`src/rtl/swallow_pkg.sv`:
```
package swallow_pkg;

  // Strobes passed from control to datapath every master cycle
  typedef struct packed {
    logic loadNom;   // force increment to nominal
    logic stepUp;    // raise increment by one step
    logic stepDn;    // lower increment by one step
    logic wsEdge;    // synchronised rising edge of external word-select
    logic useExt;    // frame sync taken from external edge
  } swCtrl_t;

endpackage

```
`src/rtl/swallow_ctrl.sv`:
```
module swallow_ctrl
  import swallow_pkg::*;
#(
  parameter int SYNC_STAGES = 2
) (
  input  logic    clk,
  input  logic    rstN,
  input  logic    corrUp,
  input  logic    corrDn,
  input  logic    presetMode,
  input  logic    extSrcSel,
  input  logic    extWs,
  output swCtrl_t ctrlStb
);

  localparam int PIPE_LEN = SYNC_STAGES + 1;

  // Synchroniser stages plus one history flop for edge detection
  logic [PIPE_LEN-1:0] wsPipe;

  always_ff @(posedge clk or negedge rstN) begin
    if (!rstN) wsPipe <= '0;
    else       wsPipe <= {wsPipe[PIPE_LEN-2:0], extWs};
  end

  logic wsRise;
  assign wsRise = wsPipe[SYNC_STAGES-1] & ~wsPipe[SYNC_STAGES];

  always_comb begin
    ctrlStb.loadNom = presetMode;
    ctrlStb.stepUp  = corrUp & ~corrDn & ~presetMode;
    ctrlStb.stepDn  = corrDn & ~corrUp & ~presetMode;
    ctrlStb.wsEdge  = wsRise;
    ctrlStb.useExt  = extSrcSel;
  end

  // at most one increment action is requested per cycle
  strobe_excl_chk: assert property (@(posedge clk) disable iff (!rstN)
    $onehot0({ctrlStb.loadNom, ctrlStb.stepUp, ctrlStb.stepDn}));


  ws_edge_single_chk: assert property (@(posedge clk) disable iff (!rstN)
    ctrlStb.wsEdge |=> !ctrlStb.wsEdge);

endmodule

```
`src/rtl/swallow_dp.sv`:
```
module swallow_dp
  import swallow_pkg::*;
#(
  parameter int ACC_W   = 16,
  parameter int NOM_INC = 17294,
  parameter int STEP    = 1,
  parameter int MAX_DEV = 64,
  parameter int DIV     = 256
) (
  input  logic    clk,
  input  logic    rstN,
  input  swCtrl_t ctrlStb,
  output logic    sampleEn,
  output logic    frameSync
);

  localparam int DIV_W = (DIV > 1) ? $clog2(DIV) : 1;
  localparam logic [ACC_W-1:0] INC_NOM  = ACC_W'(NOM_INC);
  localparam logic [ACC_W-1:0] INC_STEP = ACC_W'(STEP);
  localparam logic [ACC_W-1:0] INC_MAX  = ACC_W'(NOM_INC + MAX_DEV);
  localparam logic [ACC_W-1:0] INC_MIN  = ACC_W'(NOM_INC - MAX_DEV);
  localparam logic [DIV_W-1:0] DIV_LAST = DIV_W'(DIV - 1);

  logic [ACC_W-1:0] incReg;
  logic [ACC_W-1:0] accReg;
  logic [ACC_W:0]   accSum;
  logic [DIV_W-1:0] divCnt;
  logic             intStrobe;

  // Increment register: preset reload, bounded up/down steps
  always_ff @(posedge clk or negedge rstN) begin
    if (!rstN) begin
      incReg <= INC_NOM;
    end else if (ctrlStb.loadNom) begin
      incReg <= INC_NOM;
    end else if (ctrlStb.stepUp && (incReg <= INC_MAX - INC_STEP)) begin
      incReg <= incReg + INC_STEP;
    end else if (ctrlStb.stepDn && (incReg >= INC_MIN + INC_STEP)) begin
      incReg <= incReg - INC_STEP;
    end
  end

  // Phase accumulator: carry out becomes the sampling enable
  assign accSum = {1'b0, accReg} + {1'b0, incReg};

  always_ff @(posedge clk or negedge rstN) begin
    if (!rstN) begin
      accReg   <= '0;
      sampleEn <= 1'b0;
    end else begin
      accReg   <= accSum[ACC_W-1:0];
      sampleEn <= accSum[ACC_W];
    end
  end

  // Frame divider over sampling enables
  always_ff @(posedge clk or negedge rstN) begin
    if (!rstN) divCnt <= '0;
    else if (sampleEn) divCnt <= (divCnt == DIV_LAST) ? '0 : divCnt + 1'b1;
  end

  assign intStrobe = sampleEn && (divCnt == DIV_LAST);

  always_ff @(posedge clk or negedge rstN) begin
    if (!rstN) frameSync <= 1'b0;
    else       frameSync <= ctrlStb.useExt ? ctrlStb.wsEdge : intStrobe;
  end


  no_double_en_chk: assert property (@(posedge clk) disable iff (!rstN)
    sampleEn |=> !sampleEn);


  inc_bounded_chk: assert property (@(posedge clk) disable iff (!rstN)
    (incReg >= INC_MIN) && (incReg <= INC_MAX));


  preset_reload_chk: assert property (@(posedge clk) disable iff (!rstN)
    ctrlStb.loadNom |=> (incReg == INC_NOM));


  step_up_chk: assert property (@(posedge clk) disable iff (!rstN)
    (ctrlStb.stepUp && (incReg <= INC_MAX - INC_STEP))
      |=> (incReg == $past(incReg) + INC_STEP));


  int_sync_after_en_chk: assert property (@(posedge clk) disable iff (!rstN)
    (frameSync && !$past(ctrlStb.useExt)) |-> $past(sampleEn));

endmodule

```
`src/rtl/swallow_clk_gen.sv`:
```
module swallow_clk_gen
  import swallow_pkg::*;
#(
  parameter int ACC_W       = 16,
  parameter int NOM_INC     = 17294,
  parameter int STEP        = 1,
  parameter int MAX_DEV     = 64,
  parameter int DIV         = 256,
  parameter int SYNC_STAGES = 2
) (
  input  logic clk,
  input  logic rstN,
  input  logic corrUp,
  input  logic corrDn,
  input  logic presetMode,
  input  logic extSrcSel,
  input  logic extWs,
  output logic sampleEn,
  output logic frameSync
);

  swCtrl_t ctrlStb;

  swallow_ctrl #(
    .SYNC_STAGES(SYNC_STAGES)
  ) ctrl_i (
    .clk       (clk),
    .rstN      (rstN),
    .corrUp    (corrUp),
    .corrDn    (corrDn),
    .presetMode(presetMode),
    .extSrcSel (extSrcSel),
    .extWs     (extWs),
    .ctrlStb   (ctrlStb)
  );

  swallow_dp #(
    .ACC_W  (ACC_W),
    .NOM_INC(NOM_INC),
    .STEP   (STEP),
    .MAX_DEV(MAX_DEV),
    .DIV    (DIV)
  ) dp_i (
    .clk      (clk),
    .rstN     (rstN),
    .ctrlStb  (ctrlStb),
    .sampleEn (sampleEn),
    .frameSync(frameSync)
  );

endmodule

```
`config.mk`:
```
export PLATFORM = sky130hd
export DESIGN_NAME = swallow_clk_gen
export DESIGN_NICKNAME = d
export VERILOG_FILES = /design/src/rtl/swallow_pkg.sv /design/src/rtl/swallow_ctrl.sv /design/src/rtl/swallow_dp.sv /design/src/rtl/swallow_clk_gen.sv
export SDC_FILE = /design/constraint.sdc
export NUM_CORES = 1
export LEC_CHECK = 0
export BUFFER_PORTS_ARGS = -buffer_cell sky130_fd_sc_hd__buf_2
export CAP_MARGIN = 20
export CORE_UTILIZATION = 60
export CTS_CLUSTER_SIZE = 12
export DETAILED_ROUTE_END_ITERATION = 10
export PLACE_DENSITY = 0.77
export SLEW_MARGIN = 10
export SYNTH_ARGS = -nofsm -noshare
export SYNTH_HDL_FRONTEND = slang
export SYNTH_SLANG_ARGS = --single-unit
```
`constraint.sdc`:
```
create_clock -name clk -period 9 [get_ports clk]
set_input_delay 1.35 -clock clk [delete_from_list [all_inputs] [get_ports clk]]
set_output_delay 1.35 -clock clk [all_outputs]
set_load 0.03 [all_outputs]
```
==> flow_summary.json, run 1 <==
{
  "status": "finished, final reports clean",
  "grt_max_degree": 46,
  "drt-initial-drc-count": 149,
  "die-area_mm2": 0.005581,
  "async_reset_ff_share_pct": 100.0,
  "power_frac_clock_pct": 9.3,
  "avgSynthCellArea_um2": 9.356,
  "yosysUniqueCellTypes": 52,
  "antenna_found_initial": 0,
  "rows": 26,
  "drt-total-wl_um": 6289,
  "syn_inst": 339,
  "die_w_um": 74.71,
  "post_cts_buffers": 0,
  "cts_sinks": 45,
  "cts.clk_slew.worst_paths_ns": 0.09,
  "synth_flop_cell": "dfrtp_1",
  "synth_edf_count": 0,
  "cp_data_arrival_time_ns": 4.74,
  "cts_made_buffers": 5,
  "grtUsageTotal_pct": 25.30,
  "grt_setup_unrepaired": "no",
  "synthXorXnorAreaFrac_pct": 7.456,
  "synthSimpleGateAreaFrac_pct": 17.36,
  "path_max_fanout": 19,
  "initial_utilization_pct": 62.10,
  "yosys_register_bits": 45,
  "worstSkewPairLatency_ns": 0.31,
  "synth_compound_area_share_pct": 21.26,
  "wl_per_cell_um": 15.01,
  "io_buffer_count": 8,
  "root_buffer": "clkbuf_8",
  "antenna-diode-count": 0,
  "place_area_mm2": 0.003254,
  "grt_pass1_vias": 2422,
  "instances_no_fill": 419,
  "layout_min_cycle_time_ns": 4.548,
  "finish.instance_area_mm2": 0.003376,
  "h-tree-depth": 2,
  "gp_congestion": 0.9107,
  "hold_path_class": "reg2reg",
  "dp.cells": 410,
  "ir_worst_vdd_uv": 184.5,
  "area_growth_pct": 6.430,
  "post_drt_via_cell_ratio": 5.921,
  "worst_clock_skew_ns": 0.01251,
  "min_from": "ctrl_i.wsPipe[0]",
  "layout_setup_ws_ns": 4.452,
  "fmax_mhz": 219.9,
  "io_pins": 9,
  "cts_tree": "done",
  "syn-num-nets": 382,
  "place_ws_ns": 4.140,
  "final_nets": 391,
  "setup-tns-final_ns": 0,
  "ctsHoldBuffers": 0,
  "chipHeight_um": 74.71,
  "first_pass_iters": 4,
  "vias": 2481,
  "synthAdderAreaFrac_pct": 14.67,
  "reg2reg_from": "dp_i.incReg[12]",
  "mappedNetlistArea_mm2": 0.003172,
  "yosysWarnings": 0,
  "required_ns": 9.19,
  "internal_power_w": 0.0007477,
  "cts_resized": 0,
  "setup.worst_path.start": "presetMode",
  "setup_viol": 0,
  "drive_gt1_share_pct": 9.169,
  "tightest_slew_ns": 0.7193,
  "netSwitchingPower_w": 0.0006262,
  "grt_first_pass_wirelength_um": 10840,
  "drc": 0,
  "p_sw_share_pct": 45.58,
  "max_cap_viol_count": 0,
  "startpoint_type": "input pin",
  "hold_viol_final": 0,
  "p_comb_share_pct": 63.0,
  "pwr-share-seq_pct": 27.8,
  "slew_violations": 0,
  "leakagePower_nw": 1.484,
  "path_class": "in2reg",
  "synth-seq-area-share_pct": 35.78,
  "fin_crit_sh_pct": 50.54,
  "dp_hpwl_um": 4823,
  "cts.path.max_buffers": 2,
  "grt-ovfl-total": 0,
  "slew_headroom_pct": 52.03,
  "core_mm2": 0.005107,
  "muxShareOfSynthArea_pct": 0.7101,
  "power_density_mw_per_mm2": 407.0,
  "endpoint_kind": "register",
  "ant_nets": 0,
  "synth_top_family_by_area": "compound AO/OA/AOI/OAI gates"
}
==> cells in the final DEF, fill, tap and decap left out, types with 4 or more instances in the layout <==
master,count
a31oi_1,6
nand3_1,4
inv_1,10
nand4_1,7
a211oi_1,7
nand2_1,25
a21oi_1,27
o31ai_1,7
dfrtp_1,38
xnor2_1,20
o211ai_1,4
and3_1,4
buf_2,8
nor2_1,28
clkbuf_8,5
dfstp_2,7
nor2b_1,5
or3_1,5
xor2_1,7
ha_1,34
o21ai_0,20
nor3_1,10
nand2b_1,6
a21o_1,15
==> cell families after synthesis <==
kind of cell             count (synthesis)
buffers and inverters                   18
adder cells (fa/ha/maj)                 36
XOR/XNOR                                27
multiplexers                             2
flip-flops                              45
AO/OA/AOI/OAI                          103
AND/OR/NAND/NOR                        108
==> critical path: stages <==
cell,delay (ns)
buf_2,0.21
or2_1,0.29
or3_1,0.31
a221o_1,0.56
ha_1,0.48
a211oi_1,0.23
nor2_1,0.07
o41ai_1,0.33
o311ai_0,0.29
and3_1,0.24
or3b_1,0.36
==> path summary, 6_finish.rpt <==
check                      cells after the start  slack (ns)          endpoint
max                                           11        4.45   dp_i.incReg[15]
min                                            0        0.36  ctrl_i.wsPipe[1]
max reg2reg                                   11        4.91   dp_i.incReg[14]
min reg2reg                                    0        0.36  ctrl_i.wsPipe[1]
max in group asynchronous                      2        7.41   dp_i.incReg[14]
min in group asynchronous                      1        1.00  ctrl_i.wsPipe[1]
==> layer usage <==
layer | share of wire, % | vias up | wire length [um] | GRT usage [%]
met3 | 2.4 | 5 | 149 | 4.552
met2 | 48 | 34 | 3036 | 42.74
met1 | 48 | 1163 | 3032 | 33.36
met5 | 0 | - | 0 | 0
met4 | 1.1 | 0 | 71 | 7.128
li1 | - | 1279 | - | -
==> state kept, by name, indices dropped and copies added (netlist names) <==
| signal | flops |
|---|---|
| dp_i.accReg | 16 |
| dp_i.incReg | 16 |
| dp_i.divCnt | 8 |
| ctrl_i.wsPipe | 3 |
| dp_i.frameSync | 1 |
| dp_i.sampleEn | 1 |
==> metrics by stage <==
step | power (W) | util, % | hold WS (ns)
after floorplan | 0.001065 | - | 0.3312
after global placement | 0.001200 | 63.72 | 0.3339
after detailed placement | 0.001238 | 63.72 | 0.3372
after CTS | 0.001367 | 65.56 | 0.3591
after global routing | 0.001513 | 66.10 | 0.3777
final | 0.001374 | 66.10 | 0.3560
==> layout make-up <==
type / count / area [um^2]
fillers: 432 / 1732
well taps: 70 / 87.58
clock inverters: 3 / 25.02
clock buffers: 5 / 68.82
inverters: 11 / 42.54
repair buffers: 9 / 67.56
multi-input cells: 276 / 1949
flip-flops and latches: 45 / 1135
==> power by group through the flow <==
stage	Clock, W	Combinational [W]	Sequential, W
after floorplan	0	0.000705	0.000361
after global placement	0	0.000819	0.000381
after CTS	0.000130	0.000856	0.000381
after detailed placement	0	0.000854	0.000384
final	0.000127	0.000865	0.000382
after global routing	0.000137	0.000983	0.000392
==> synth_stat cells (all sizes together), types with 4 or more instances <==
cell type  count  area share [%]
nand2         25             3.0
nand2b         6             1.2
xnor2         20             5.5
nand3          4            0.63
dfrtp         38              30
a211oi         7             1.7
xor2           7             1.9
inv           10             1.2
a21o          15             3.6
nor2b          5            0.99
o31ai          7             1.7
nor2          28             3.3
o211ai         4            0.95
dfstp          7             5.8
nor3          10             1.6
a21oi         28             4.8
a31oi          6             1.2
ha            34              13
or3            5            0.99
nand4          7             1.4
and3           4            0.79
o21ai         20             3.2
clkbuf         5            0.71
(Power assumes the default switching activity.)
==> run 2: changes to the inputs <==
clock period = 4.4 ns   (was 9 ns; I/O delays follow)
==> flow_summary.json, run 2 (synthesized netlist as in run 1, its figures left out) <==
{
  "setup-tns-final_ns": 0,
  "worst_clock_skew_ns": 0.007388,
  "power_frac_clock_pct": 9.8,
  "top_layer": "met4",
  "die_w_um": 74.71,
  "status": "finished, final reports clean",
  "die-area_mm2": 0.005581,
  "cts.path.max_buffers": 2,
  "post_cts_buffers": 0,
  "holdWs_ns": 0.1900,
  "ctsHoldBuffers": 0,
  "ir_worst_vdd_uv": 385.0,
  "vias": 2554,
  "mostFrequentLayoutCell": "dfrtp_1",
  "h-tree-depth": 2,
  "netSwitchingPower_w": 0.001268,
  "reg.largest.list": "dp_i.accReg: 16 flops, dp_i.incReg: 16 flops, dp_i.divCnt: 8 flops",
  "reg2regPathDepth": 10,
  "drt-initial-drc-count": 153,
  "wl_per_cell_um": 15.34,
  "drc": 0,
  "grt_setup_unrepaired": "no",
  "fin_crit_sh_pct": 93.18,
  "cts_tree": "done",
  "io_buffer_count": 8,
  "grt_first_pass_wirelength_um": 10770,
  "endpoint_kind": "register",
  "chipHeight_um": 74.71,
  "fill_cells": 443,
  "final_cell_mix": "dfrtp_1, ha_1, nor2_1",
  "max_cap_viol_count": 0,
  "required_ns": 4.58,
  "initial_utilization_pct": 62.10,
  "io_pins": 9,
  "rows": 26,
  "final_nets": 393,
  "slew_violations": 0,
  "path_max_fanout": 18,
  "tightest_slew_ns": 0.7388,
  "cts_sinks": 45,
  "setup_viol": 0,
  "cts_made_buffers": 5,
  "grtUsageTotal_pct": 25.28,
  "pwr-share-seq_pct": 27.5,
  "cts.clk_slew.worst_paths_ns": 0.09,
  "grt-ovfl-total": 0,
  "drt-total-wl_um": 6460,
  "grt_max_degree": 46,
  "power_w": 0.002820,
  "startpoint_type": "register",
  "internal_power_w": 0.001552,
  "cts_resized": 0,
  "slew_headroom_pct": 50.74,
  "p_sw_share_pct": 44.97,
  "antenna-diode-count": 0,
  "layout_min_cycle_time_ns": 4.100,
  "area_growth_pct": 6.864,
  "ant_nets": 0,
  "drt-met1-wl_um": 3090,
  "drive_gt1_share_pct": 9.687,
  "antenna_found_initial": 0,
  "wl_met2_um": 3051,
  "grt_pass1_vias": 2390,
  "p_comb_share_pct": 62.7,
  "seq_area_mm2": 0.001135,
  "multiInputGateArea_mm2": 0.001949,
  "gp_congestion": 0.8822,
  "post_drt_via_cell_ratio": 6.067,
  "first_pass_iters": 4,
  "core_mm2": 0.005107,
  "leakagePower_nw": 1.497,
  "dp_hpwl_um": 4849,
  "hold_viol_final": 0,
  "root_buffer": "clkbuf_8",
  "cp_data_arrival_time_ns": 4.28,
  "route.met3.wl_um": 240,
  "path_class": "reg2reg",
  "worstSkewPairLatency_ns": 0.30,
  "hold_path_class": "in2async",
  "fmax_mhz": 243.9,
  "power_density_mw_per_mm2": 831.9
}
-- run 2: worst paths after layout --
check | startpoint | to | slack, ns
setup / recovery | dp_i.incReg[12] | dp_i.incReg[15] | 0.30
hold / removal | rstN | ctrl_i.wsPipe[1] | 0.19
setup reg to reg | dp_i.incReg[12] | dp_i.incReg[15] | 0.30
hold reg to reg | ctrl_i.wsPipe[0] | ctrl_i.wsPipe[1] | 0.36
max in group asynchronous | rstN | dp_i.incReg[14] | 3.69
min in group clk | ctrl_i.wsPipe[0] | ctrl_i.wsPipe[1] | 0.36
-- run 2: routing by layer --
layer | GRT usage (%) | vias up
li1 | - | 1273
met1 | 34.29 | 1212
met2 | 42.74 | 62
met3 | 2.811 | 7
met4 | 7.338 | 0
met5 | 0 | -
-- run 2: power by group through the flow --
stage	Clock [W]	Sequential [W]	Combinational, W
floorplan	0	0.000737	0.00144
global placement	0	0.000779	0.00171
detailed placement	0	0.000781	0.00175
CTS	0.000282	0.000775	0.00176
global route	0.000298	0.000800	0.00199
finish	0.000276	0.000776	0.00177
-- run 2: cell type report --
type                            instances  area share, %
Timing Repair Buffer                   11          2.215
Tap cell                               70          2.584
Clock buffer                            6          2.436
Multi-Input combinational cell        276          57.51
Clock inverter                          2         0.5168
Inverter                               11          1.255
Sequential cell                        45          33.48
-- run 2: worst max-delay path: stages, from the launching register on --
cell and delay [ns]:
dfrtp_1 0.42, or4_4 0.57, nor4_1 0.31, a221o_1 0.69, ha_1 0.42, a211oi_1 0.24, nor2_1 0.08, o41ai_1 0.32
o311ai_0 0.30, a32oi_1 0.26, or3b_1 0.38
-- run 2: stage by stage --
stage          util, %  setup WS, ns  std cells  cell area [um^2]
2_1_floorplan        -        0.7170        339              3172
3_3_place_gp     64.01        0.4785        412              3269
3_5_place_dp     64.01        0.3421        412              3269
4_1_cts          65.97        0.3364        420              3369
5_1_grt          66.36      0.009429        421              3390
6_report         66.36        0.3001        421              3390
==> run 3: changes to the inputs <==
CORE_UTILIZATION = 50   (was 60)
PLACE_DENSITY = 0.66   (was 0.77)
clock period = 5.3 ns   (was 4.4 ns; I/O delays follow)
==> flow_summary.json, run 3 (synthesized netlist as in run 1, its figures left out) <==
{
  "slew_headroom_pct": 49.81,
  "grt_first_pass_wirelength_um": 10900,
  "grt-ovfl-total": 0,
  "first_pass_iters": 5,
  "io_pins": 9,
  "initial_utilization_pct": 52.64,
  "setup_viol": 0,
  "slew_violations": 0,
  "endpoint_kind": "register",
  "chipHeight_um": 81.65,
  "grtUsageTotal_pct": 21.04,
  "dp.cells": 415,
  "status": "finished, final reports clean",
  "drt-total-wl_um": 6276,
  "power_w": 0.002314,
  "reg.largest.list": "dp_i.accReg: 16 flops, dp_i.incReg: 16 flops, dp_i.divCnt: 8 flops",
  "cts_resized": 0,
  "gp_congestion": 0.9343,
  "min_from": "ctrl_i.wsPipe[0]",
  "fin_crit_sh_pct": 76.97,
  "vias": 2495,
  "cts_sinks": 45,
  "leakagePower_nw": 1.487,
  "reg2reg_from": "dp_i.incReg[12]",
  "layout_min_cycle_time_ns": 4.080,
  "instances_no_fill": 424,
  "post_drt_via_cell_ratio": 5.884,
  "fmax_mhz": 245.1,
  "cts.clk_slew.worst_paths_ns": 0.08,
  "startpoint_type": "register",
  "post_cts_buffers": 0,
  "setup.worst_path.start": "dp_i.incReg[12]",
  "hold_path_class": "reg2reg",
  "max_cap_viol_count": 0,
  "core_mm2": 0.006026,
  "setup-tns-final_ns": 0,
  "power_density_mw_per_mm2": 685.1,
  "grt_setup_unrepaired": "no",
  "dp_hpwl_um": 4810,
  "die_w_um": 81.65,
  "h-tree-depth": 2,
  "drive_gt1_share_pct": 9.169,
  "reg2reg_setup_slack_ns": 1.22,
  "hold_viol_final": 0,
  "die-area_mm2": 0.006666,
  "cp_data_arrival_time_ns": 4.25,
  "rows": 28,
  "antenna_found_initial": 0,
  "grt_pass1_vias": 2330,
  "grt_max_degree": 46,
  "area_growth_pct": 6.469,
  "final_cell_mix": "dfrtp_1, ha_1, nor2_1",
  "worst_clock_skew_ns": 0.01109,
  "path_max_fanout": 18,
  "worstSkewPairLatency_ns": 0.29,
  "cts_tree": "done",
  "root_buffer": "clkbuf_8",
  "required_ns": 5.47,
  "antenna-diode-count": 0,
  "drc": 0,
  "drt-initial-drc-count": 108,
  "wl_per_cell_um": 14.80,
  "cp_cell_sequence": "or4_4 -> nor4_1 -> a221o_1 -> ha_1 -> a211oi_1 -> o21bai_1 -> a21oi_1 -> o311ai_0 -> and3_1 -> or3b_1",
  "ir_worst_vdd_uv": 284.3,
  "cp_slowest_cell": "a221o_1",
  "ctsHoldBuffers": 0,
  "cts.path.max_buffers": 2,
  "holdWs_ns": 0.3606,
  "cpPeakStageDelay_ns": 0.69,
  "io_buffer_count": 8,
  "tightest_slew_ns": 0.7526,
  "path_class": "reg2reg",
  "ant_nets": 0,
  "cts_made_buffers": 5,
  "mostFrequentLayoutCell": "dfrtp_1",
  "final_nets": 391
}
-- run 3: layer usage --
metal / vias to the layer above / GRT usage, % / share of wire, %
li1: 1281 / - / -
met1: 1165 / 30.05 / 51
met2: 42 / 33.92 / 45
met3: 7 / 2.111 / 2.3
met4: 0 / 5.614 / 1.3
met5: - / 0 / 0
-- run 3: cell type report --
class / instances / area [um^2]
Fill cell: 551 / 2649
Multi-Input combinational cell: 276 / 1949
Timing Repair Buffer: 9 / 60.06
Inverter: 11 / 42.54
Tap cell: 75 / 93.84
Sequential cell: 45 / 1135
Clock inverter: 2 / 13.76
Clock buffer: 6 / 82.58
-- run 3: path summary, 6_finish.rpt --
| path | endpoint | cells after the start |
|---|---|---|
| max in group asynchronous | dp_i.incReg[14] | 2 |
| min reg2reg | ctrl_i.wsPipe[1] | 0 |
| max reg2reg | dp_i.incReg[15] | 10 |
| min | ctrl_i.wsPipe[1] | 0 |
| min in group asynchronous | ctrl_i.wsPipe[0] | 1 |
| max | dp_i.incReg[15] | 10 |
-- run 3: report_power, final --
part           internal (W)  switching, W  total [W]  leakage (nW)
clock              0.000106      0.000110   0.000216        0.0512
combinational      0.000658      0.000794    0.00145         0.894
sequential         0.000515      0.000131   0.000646         0.542
-- run 3: metrics by stage --
stage / area, um^2 / utilization, % / setup slack (ns)
after floorplan: 3172 / - / 1.482
after global placement: 3261 / 54.11 / 1.072
after detailed placement: 3261 / 54.11 / 1.025
after CTS: 3357 / 55.71 / 1.206
after global routing: 3377 / 56.04 / 0.9734
final: 3377 / 56.04 / 1.220
-- run 3: worst max-delay path: cells and delay by family (launching register included) --
kind | cells | cell delay, ns
and+or+nand+nor | 4 | 1.47
AOI/OAI and AO/OA | 5 | 1.67
DFF | 1 | 0.44
adders and majority gates | 1 | 0.37
